<file path="src/rtl/lookahead_avg_pkg.sv">
package lookahead_avg_pkg;

  parameter int N_ENTRIES = 64;
  parameter int SMP_W     = 8;
  parameter int WIN       = 4;
  parameter int HOT_FROM  = 56;

  localparam int IDX_W = $clog2(N_ENTRIES);
  localparam int K_W   = $clog2(WIN);
  localparam int SHIFT = $clog2(WIN);
  localparam int ACC_W = SMP_W + $clog2(WIN);

  typedef enum logic [1:0] {
    ST_ACC = 2'd0,
    ST_DIV = 2'd1,
    ST_OUT = 2'd2
  } la_state_e;

  // Table content: saturated top region, arithmetic pattern elsewhere.
  function automatic logic [SMP_W-1:0] la_sample(input int unsigned pos);
    int unsigned v;
    if (pos >= HOT_FROM) return '1;
    v = (pos * 37 + 11) % 256;
    return SMP_W'(v);
  endfunction

  // Division by the window width as a right shift.
  function automatic logic [SMP_W-1:0] la_avg(input logic [ACC_W-1:0] sum);
    logic [ACC_W-1:0] q;
    q = sum >> SHIFT;
    return q[SMP_W-1:0];
  endfunction

endpackage

</file>
<file path="src/rtl/la_sample_rom.sv">
module la_sample_rom
  import lookahead_avg_pkg::*;
#(
  parameter int DEPTH = N_ENTRIES,
  parameter int DW    = SMP_W,
  localparam int AW   = $clog2(DEPTH)
) (
  input  logic [AW-1:0] addr,
  output logic [DW-1:0] data
);

  logic [DW-1:0] table_w [DEPTH];

  for (genvar g = 0; g < DEPTH; g++) begin : g_entry
    assign table_w[g] = DW'(la_sample(g));
  end

  assign data = table_w[addr];

endmodule

</file>
<file path="src/rtl/la_ctrl.sv">
module la_ctrl
  import lookahead_avg_pkg::*;
#(
  parameter int DEPTH = N_ENTRIES,
  parameter int W     = WIN,
  localparam int AW   = $clog2(DEPTH),
  localparam int KW   = $clog2(W)
) (
  input  logic          clk,
  input  logic          rst,
  input  logic          en,
  output logic [AW-1:0] idx_q,
  output logic [AW-1:0] rom_addr,
  output logic          add_evt,
  output logic          div_evt,
  output logic          out_evt
);

  localparam logic [AW:0]   LAST_POS = (AW+1)'(DEPTH - 1);
  localparam logic [KW-1:0] LAST_K   = KW'(W - 1);
  localparam logic [AW-1:0] TOP_IDX  = AW'(DEPTH - 1);

  la_state_e   st_q;
  logic [KW-1:0] k_q;
  logic [AW:0]   reach;
  logic          in_range;

  assign reach    = {1'b0, idx_q} + {{(AW+1-KW){1'b0}}, k_q};
  assign in_range = (reach <= LAST_POS);

  // During accumulate the window position is fetched, only when in range;
  // during output the current position is fetched for the raw sample.
  assign rom_addr = (st_q == ST_ACC && in_range) ? reach[AW-1:0] : idx_q;

  assign add_evt = en && (st_q == ST_ACC) && in_range;
  assign div_evt = en && (st_q == ST_DIV);
  assign out_evt = en && (st_q == ST_OUT);

  always_ff @(posedge clk) begin
    if (rst) begin
      st_q  <= ST_ACC;
      k_q   <= '0;
      idx_q <= '0;
    end else if (en) begin
      unique case (st_q)
        ST_ACC: begin
          if (k_q == LAST_K) begin
            k_q  <= '0;
            st_q <= ST_DIV;
          end else begin
            k_q <= k_q + 1'b1;
          end
        end
        ST_DIV: st_q <= ST_OUT;
        ST_OUT: begin
          st_q  <= ST_ACC;
          idx_q <= (idx_q == TOP_IDX) ? '0 : idx_q + 1'b1;
        end
        default: st_q <= ST_ACC;
      endcase
    end
  end

  AST_IDX_STEP: assert property (@(posedge clk) disable iff (rst)
    out_evt |=> (idx_q == AW'($past(idx_q) + 1'b1)));

  AST_FREEZE: assert property (@(posedge clk) disable iff (rst)
    !en |=> ($stable(idx_q) && $stable(st_q) && $stable(k_q)));

  AST_FETCH_RANGE: assert property (@(posedge clk) disable iff (rst)
    add_evt |-> ({1'b0, rom_addr} <= LAST_POS && rom_addr >= idx_q));

  AST_ONE_PHASE: assert property (@(posedge clk) disable iff (rst)
    $onehot0({add_evt, div_evt, out_evt}));

endmodule

</file>
<file path="src/rtl/la_accum.sv">
module la_accum
  import lookahead_avg_pkg::*;
#(
  parameter int DW  = SMP_W,
  parameter int W   = WIN,
  localparam int AC = DW + $clog2(W)
) (
  input  logic          clk,
  input  logic          rst,
  input  logic          add_evt,
  input  logic          div_evt,
  input  logic          out_evt,
  input  logic [DW-1:0] smp_i,
  output logic [DW-1:0] avg_q
);

  localparam logic [AC-1:0] MAX_SUM = AC'(W * ((1 << DW) - 1));

  logic [AC-1:0] acc_q;

  always_ff @(posedge clk) begin
    if (rst) begin
      acc_q <= '0;
      avg_q <= '0;
    end else begin
      if (out_evt)      acc_q <= '0;
      else if (add_evt) acc_q <= acc_q + {{(AC-DW){1'b0}}, smp_i};
      if (div_evt)      avg_q <= DW'(la_avg(ACC_W'(acc_q)));
    end
  end

  AST_NO_OVERFLOW: assert property (@(posedge clk) disable iff (rst)
    acc_q <= MAX_SUM);

  AST_ACC_CLEAR: assert property (@(posedge clk) disable iff (rst)
    out_evt |=> (acc_q == '0));

endmodule

</file>
<file path="src/rtl/lookahead_avg.sv">
module lookahead_avg
  import lookahead_avg_pkg::*;
#(
  parameter int DEPTH = N_ENTRIES,
  parameter int DW    = SMP_W,
  parameter int W     = WIN,
  localparam int AW   = $clog2(DEPTH)
) (
  input  logic          clk,
  input  logic          rst,
  input  logic          en,
  output logic [DW-1:0] smp_o,
  output logic [DW-1:0] avg_o,
  output logic [AW-1:0] idx_o,
  output logic          vld_o
);

  logic [AW-1:0] idx_q;
  logic [AW-1:0] rom_addr;
  logic [DW-1:0] rom_data;
  logic [DW-1:0] avg_q;
  logic          add_evt, div_evt, out_evt;

  la_ctrl #(.DEPTH(DEPTH), .W(W)) u_ctrl (
    .clk      (clk),
    .rst      (rst),
    .en       (en),
    .idx_q    (idx_q),
    .rom_addr (rom_addr),
    .add_evt  (add_evt),
    .div_evt  (div_evt),
    .out_evt  (out_evt)
  );

  la_sample_rom #(.DEPTH(DEPTH), .DW(DW)) u_rom (
    .addr (rom_addr),
    .data (rom_data)
  );

  la_accum #(.DW(DW), .W(W)) u_acc (
    .clk     (clk),
    .rst     (rst),
    .add_evt (add_evt),
    .div_evt (div_evt),
    .out_evt (out_evt),
    .smp_i   (rom_data),
    .avg_q   (avg_q)
  );

  always_ff @(posedge clk) begin
    if (rst) begin
      vld_o <= 1'b0;
      smp_o <= '0;
      avg_o <= '0;
      idx_o <= '0;
    end else begin
      vld_o <= out_evt;
      if (out_evt) begin
        smp_o <= rom_data;
        avg_o <= avg_q;
        idx_o <= idx_q;
      end
    end
  end

  AST_VLD_PULSE: assert property (@(posedge clk) disable iff (rst)
    vld_o |=> !vld_o);

  AST_HOLD_QUIET: assert property (@(posedge clk) disable iff (rst)
    !en |=> (!vld_o && $stable(smp_o) && $stable(avg_o) && $stable(idx_o)));

endmodule

</file>
<file path="config.mk">
export PLATFORM = sky130hd
export DESIGN_NAME = lookahead_avg
export DESIGN_NICKNAME = d
export VERILOG_FILES = /design/src/rtl/lookahead_avg_pkg.sv /design/src/rtl/la_sample_rom.sv /design/src/rtl/la_ctrl.sv /design/src/rtl/la_accum.sv /design/src/rtl/lookahead_avg.sv
export SDC_FILE = /design/constraint.sdc
export NUM_CORES = 1
export LEC_CHECK = 0
export CAP_MARGIN = 0
export CELL_PAD_IN_SITES_DETAIL_PLACEMENT = 1
export CELL_PAD_IN_SITES_GLOBAL_PLACEMENT = 2
export CORE_UTILIZATION = 33
export CTS_BUF_LIST = sky130_fd_sc_hd__clkbuf_16
export CTS_CLUSTER_DIAMETER = 50
export DETAILED_ROUTE_END_ITERATION = 10
export PLACE_DENSITY = 0.76
export SKIP_LAST_GASP = 1
export SLEW_MARGIN = 15
export SYNTH_ARGS = -nofsm -noshare
export SYNTH_HDL_FRONTEND = slang
export SYNTH_HIERARCHICAL = 1
export SYNTH_SLANG_ARGS = --single-unit
</file>
<file path="constraint.sdc">
create_clock -name clk -period 4.2 [get_ports clk]
set_input_delay 0.84 -clock clk [delete_from_list [all_inputs] [get_ports clk]]
set_output_delay 0.84 -clock clk [all_outputs]
set_load 0.05 [all_outputs]
</file>
Word-level counts from Yosys, hierarchy flattened
Memory sizes are Yosys's and may differ from the RTL's.
Index checks and enable logic that the tools add are counted.
- bits of input ports: 3
- memories: 1
- flip-flop bits (word level): 51
- bits in read-only memories: 512
- equal/unequal tests: 5
- order comparisons: 2
- bitwise operators: 1
- reductions and logical operators: 10
- add/subtract/negate cells: 4
- multiplexer cells: 7
- memory list (memory ; depth ; bits a word ; read ports ; clocked after memory_dff ; write ports ; RTL line ; source):
    (no name shown) ; 64 ; 8 ; 1 ; 0 ; 0 ; la_sample_rom.sv:18 ; assign data = table_w[addr];
- operators by type and width (operator ; count):
    8-bit two-way mux ; 2
    6-bit two-way mux ; 2
    10-bit by 8-bit adder with 10-bit output ; 1
    6-bit by 2-bit adder with 7-bit output ; 1
    7-bit >= comparator, second input constant ; 1
    7-bit by 6-bit <= comparator with 1-bit output, second input constant ; 1
    6-bit NOT with 7-bit output ; 1
    6-bit by 1-bit adder with 6-bit output, second input constant ; 1
    6-bit equality test, second input constant ; 1
    2-bit AND reduction ; 3
    1-bit logical AND ; 5
    2-bit equality test, second input constant ; 2
    2-bit two-way mux ; 2
    2-bit one-hot mux with 2 select lines ; 1
    2-bit by 1-bit adder with 2-bit output, second input constant ; 1
    2-bit by 1-bit equality test with 1-bit output, second input constant ; 1
    2-bit zero test ; 1
    2-bit inequality test, second input constant ; 1
    2-bit OR reduction ; 1

Longest topological paths before layout
- word-level depth: 9
- mapped depth: 18
- depth with buffers taken out: 16

Cells and area by module
Netlist, hierarchy kept.
- modules (own cells, without submodules) (module ; cells an instance ; area an instance (um^2) ; times used ; seq. area each (um^2)):
    la_accum ; 114 ; 1044.8 ; 1 ; 360.3
    lookahead_avg ; 73 ; 829.5 ; 1 ; 460.4
    la_ctrl ; 75 ; 638.1 ; 1 ; 200.2
    la_sample_rom ; 87 ; 628.1 ; 1 ; 0.0

Worst setup path before layout
OpenSTA, ideal clock, no wires.
- path type: register to register
- from: register u_ctrl.idx_q[0]
- to: register u_acc.acc_q[7]
- buffers on the path: 1
- arrival: 3.826 ns
- data required time: 4.113 ns
- path slack: 0.287 ns
- setup time: 0.087 ns
- period minus slack after synthesis: 3.913 ns
- stages on the path, launching flop included: 18
- cells stage by stage: dfxtp_1 ha_1 fa_1 nand3_1 o21ai_1 mux2_2 buf_2 inv_1 ha_1 nand2b_1 a21oi_1 o311a_1 a211o_1 ha_1 a21o_1 o21ai_4 nor2_1 o31ai_1
- cells in the longest elaborated chain, start to end: 9
- elaborated cells between the ends (all ways): 10
- those cells by class: add/sub (2); order compare (1); mux (3); bitwise (1); reduce/logical (2); memory (1)
- RTL lines (element ; RTL line ; source):
    from (decl) ; la_ctrl.sv:12 ; output logic [AW-1:0] idx_q,
    from (signal assigned) ; la_ctrl.sv:57 ; idx_q <= (idx_q == TOP_IDX) ? '0 : idx_q + 1'b1;
    6-bit by 2-bit adder with 7-bit output (*) ; la_ctrl.sv:28 ; assign reach = {1'b0, idx_q} + {{(AW+1-KW){1'b0}}, k_q};
    7-bit by 6-bit <= comparator with 1-bit output ; la_ctrl.sv:29 ; assign in_range = (reach <= LAST_POS);
    1-bit logical AND ; la_ctrl.sv:33 ; assign rom_addr = (st_q == ST_ACC && in_range) ? reach[AW-1:0] : idx_q;
    6-bit two-way mux (*) ; la_ctrl.sv:33 ;
    named net rom_addr[1] ; lookahead_avg.sv:19 ; logic [AW-1:0] rom_addr;
    6-bit NOT with 7-bit output (not written as such) (*) ; la_sample_rom.sv:18 ;
    memory read 64 x 8 bit (*) ; n/a ;
    8-bit two-way mux (not written as such) (*) (2 in series) ; la_sample_rom.sv:18 ;
    named net rom_data[6] ; lookahead_avg.sv:20 ; logic [DW-1:0] rom_data;
    10-bit by 8-bit adder with 10-bit output (*) ; la_accum.sv:27 ; else if (add_evt) acc_q <= acc_q + {{(AC-DW){1'b0}}, smp_i};
    to (signal assigned) ; la_accum.sv:27 ;
    to (decl) ; la_accum.sv:19 ; logic [AC-1:0] acc_q;
The timed path passes the listed nets; every way through them passes the cells marked *. The select of a mux whose other input is x is not followed.
A chain may end at the register's enable or synchronous reset.

Worst setup path after layout
Same ends and word-level chain as after synthesis.

==> results.txt <==
----------------------------------------------------
[Synthesis]
  Number of synthesized flops with an enable pin ... 0
  Part of the Yosys area used for sequential elements ... 0.325
  Synthesized area per cell ... ~9.0 sq um
  FF+latch count, synth ... 51
  Yosys cell types ... between 60 and 70
  Cells taking the most area after synthesis ... dfxtp_1 (33%), mux2i_1 (11%), ha_1 (8.0%)
  Share of synthesized registers carrying an async set or reset ... 0
  Post-synthesis instance total ... about 350
  Synthesized Nets ... approximately 370
  Combined area of all synthesized cells ... between 3000 and 4000 sq um
  Number of warnings issued by yosys ... 6
  Synth area leader ... dfxtp_1
  Most used DFF post-synth ... dfxtp_1
  Yosys top cell area share ... 0.325

[Power and ir drop]
  Proportion of power drawn by the clock network ... 0.382
  Pwr/cell area ... approximately 310 nW/um^2
  Combinational cell fraction of total power ... 0.170
  Sequential group share of total power ... 0.448
  Leak pwr ... 1.32 nW
  VDD IR-drop max ... roughly 0.19 mV
  Total power ... ~0.0011 W
  Int Power ... about 0.00081 W
  Proportion of total power due to net switching ... 0.291
  Net switching power of the design ... ~0.00033 W

[STA]
  Worst path setup slack after routing ... 0.242 ns
  Tmin final ... 3.96 ns
  Headroom to the max-slew limit ... 0.363
  Hold violation count in the final report ... 0
  Slew Viols, Final ... 0
  Clock skew after layout ... roughly 0.0033 ns
  Transition time of the tightest slew-check pin ... roughly 0.95 ns
  Peak clock frequency supported by timing ... around 250 MHz
  Period Utilization, post-route ... 0.942
  Setup-failing EPs final ... 0
  RSZ-0062 raised after global routing ... no

[Layout]
  Highest-count cells in the layout ignoring fill and taps ... nor2_1 (53), dfxtp_1 (50), mux2i_1 (36), clkdlybuf4s50_1 (25), nand2_1 (20)
  Fraction of layout cells with a size suffix above 1 ... 0.120
  Number of diodes added for antenna fixing ... 0
  Total number of nets in the final design ... 400
  Leading cell type in the layout, fill and taps excluded ... nor2_1
  Synth-to-layout area growth ... 17.9%

[Drt]
  DRC violation count after routing ... 0
  ANT nets after route ... 0
  Avg WL per Cell ... 16.3 um
  Number of detailed-routing iterations run before antenna repair ... 4
  Number of vias in the routed layout ... around 2600
  Wire length after detailed routing ... roughly 8200 um
  First DRT Iteration DRCs ... about 120
  Average via count per standard cell ... 5.16

[Clock network]
  Post-CTS Setup Bufs ... 0
  Clock insertion delay at the later pin of the skew report ... 0.29 ns
  CTS H-tree depth ... 2
  Clock tree root buffer cell ... clkbuf_16
  Deepest clock path buffer count ... 2
  Clock transition at path regs ... about 0.080 ns
  # clock sinks ... between 50 and 60
  Number of buffers added by the clock tree synthesis step ... 5
  Clock tree from TritonCTS ... done

[Global routing]
  Maximum number of pins on one net before global-route repair ... 35
  Global-route congestion overflow total ... 0
  Combined global-route utilization of all metal layers ... 0.168
  Via count of the first global-routing pass ... approximately 2700
  Global-route wire length before repair ... between 10000 and 15000 um
  Initial antenna violation count ... 0

[Place]
  Placed wire-length estimate after detailed placement ... approximately 6000 um
  Port Buf Inserts ... 25
  Final estimated routing congestion in global placement ... 0.802
  Dpl ws ... -0.0676 ns

[Floorplan]
  Width of the chip ... 99.6 um
  Ports placed on the boundary ... 26
  Initial Util ... 0.340
  Area of the placeable core ... between 9000 and 10000 sq um
  Total die area ... about 10000 sq um
  Overall die height ... roughly 100 um
  Number of standard-cell rows in the floorplan ... 35

[Setup path]
  Largest fanout on the critical path ... 18
  Critical-path cell with the highest stage delay ... mux4_2
  Critical Path Start Type ... register
  Crit end category ... register
  Worst path max stage delay ... between 0.5 and 0.6 ns
  Critical-path cell list ... ha_1 -> fa_1 -> nand3_2 -> nor2_1 -> nor3_2 -> xnor2_1 -> buf_12 -> inv_2 -> mux4_2 -> o21ai_1 -> buf_4 -> ha_1 -> a21oi_1 -> o21ai_1 -> a211oi_1 -> o31ai_1
  Worst path arrival time ... 4.13 ns
  Worst Path Class, Setup ... register to register
  WP data required ... 4.37 ns

[Min path]
  Type of the worst min-delay path ... register to register

[Outcome]
  Outcome ... completed

[Job]
  Max-cap violation count ... 0

----------------------------------------------------
[state kept, by name, summed over array words and instances, names as in the netlist]
| signal | cells |
|---|---|
| u_ctrl/k_q | 2 |
| avg_o | 8 |
| u_ctrl/st_q | 2 |
| u_ctrl/idx_q | 6 |
| smp_o | 8 |
| u_acc/avg_q | 8 |
| u_acc/acc_q | 10 |
| vld_o | 1 |
| idx_o | 6 |
[synthesized netlist by cell type (all sizes together), types with 2 or more instances]
library cell  number
ha                20
a21oi             16
dfxtp             51
mux2i             36
nor2              54
o211ai             6
clkinv             2
mux2               2
nand3             12
and2               3
o2111ai            4
or3                2
a31oi              4
clkbuf             2
xor2               4
nand2b             4
o211a              2
o21a               4
inv               15
nor3               8
nor2b              4
nor4               2
o221ai             3
o21ai             13
o31ai              4
fa                 2
a211o              2
xnor2              6
nand2             20
buf               17
a211oi             4
a21o               3
[power groups by stage]
stage / Combinational [W] / Clock, W / Sequential (W)
after floorplan: 0.000138 / 0 / 0.000516
after global placement: 0.000179 / 0 / 0.000522
after detailed placement: 0.000182 / 0 / 0.000522
after CTS: 0.000184 / 0.000452 / 0.000511
after global routing: 0.000212 / 0.000471 / 0.000513
final: 0.000194 / 0.000436 / 0.000511
[stage by stage]
| step | hold WS (ns) | util | TNS (ns) | area, sq um | cells |
|---|---|---|---|---|---|
| final | 0.499 | 0.401 | 0 | 3700 | 505 |
| after global routing | 0.526 | 0.401 | 0 | 3700 | 505 |
| after CTS | 0.506 | 0.396 | 0 | 3660 | 505 |
| after detailed placement | 0.486 | 0.378 | -0.0676 | 3490 | 497 |
| after global placement | 0.478 | 0.378 | 0 | 3490 | 497 |
| after floorplan | 0.460 | - | 0 | 3140 | 349 |
[metal layers]
metal / track usage / wire length, um / vias to the layer above
met1: 0.223 / 4030 / 1267
met3: 0.0204 / 141 / 12
met5: 0 / 0 / -
li1: - / - / 1289
met2: 0.284 / 3910 / 39
met4: 0.0532 / 172 / 0
[worst max-delay path: cells and delay by family (launching register included)]
| family | cells | cell delay [ns] |
|---|---|---|
| AND/OR/NAND/NOR | 3 | 0.47 |
| multiplexers | 1 | 0.52 |
| AO/OA/AOI/OAI | 5 | 0.94 |
| adder cells (fa/ha/maj) | 3 | 0.93 |
| flip-flops | 1 | 0.36 |
| buffers and inverters | 3 | 0.47 |
| XOR/XNOR | 1 | 0.14 |
[layout make-up]
class	instances	area [sq um]
Fill cell	1067	5540
Multi-Input combinational cell	262	1930
Sequential cell	51	1020
Timing Repair Buffer	38	373
Tap cell	129	161
Clock buffer	5	125
Inverter	17	65.1
Clock inverter	3	31.3
[timing repair]
| item | CTS | global route |
|---|---|---|
| hold endpoints to repair | 0 | 0 |
| cloned | 0 | 0 |
| pin swaps | 0 | 1 |
| resized for setup | 2 | 9 |
| hold buffers | 0 | 0 |
| setup endpoints to repair | 3 | 7 |
[cell families (layout without fill, tap and decap cells)]
logic type,count (synthesis),count (layout),synth area share
simple gates,115,115,0.175
compound gates,76,76,0.172
flops,51,51,0.325
mux,39,39,0.129
buf+inv,36,63,0.0793
fa+ha+maj,22,22,0.0924
xor+xnor,10,10,0.0279
[final timing paths]
kind	from	endpoint	slack, ns	cells past startpoint
worst max-delay path	u_ctrl/idx_q[0]	u_acc/acc_q[7]	0.24	16
worst min-delay path	avg_o[2]	avg_o[2]	0.50	2
worst max register to register	u_ctrl/idx_q[0]	u_acc/acc_q[7]	0.24	16
worst min register to register	avg_o[2]	avg_o[2]	0.50	2
Power figures use the tool's default switching activity.
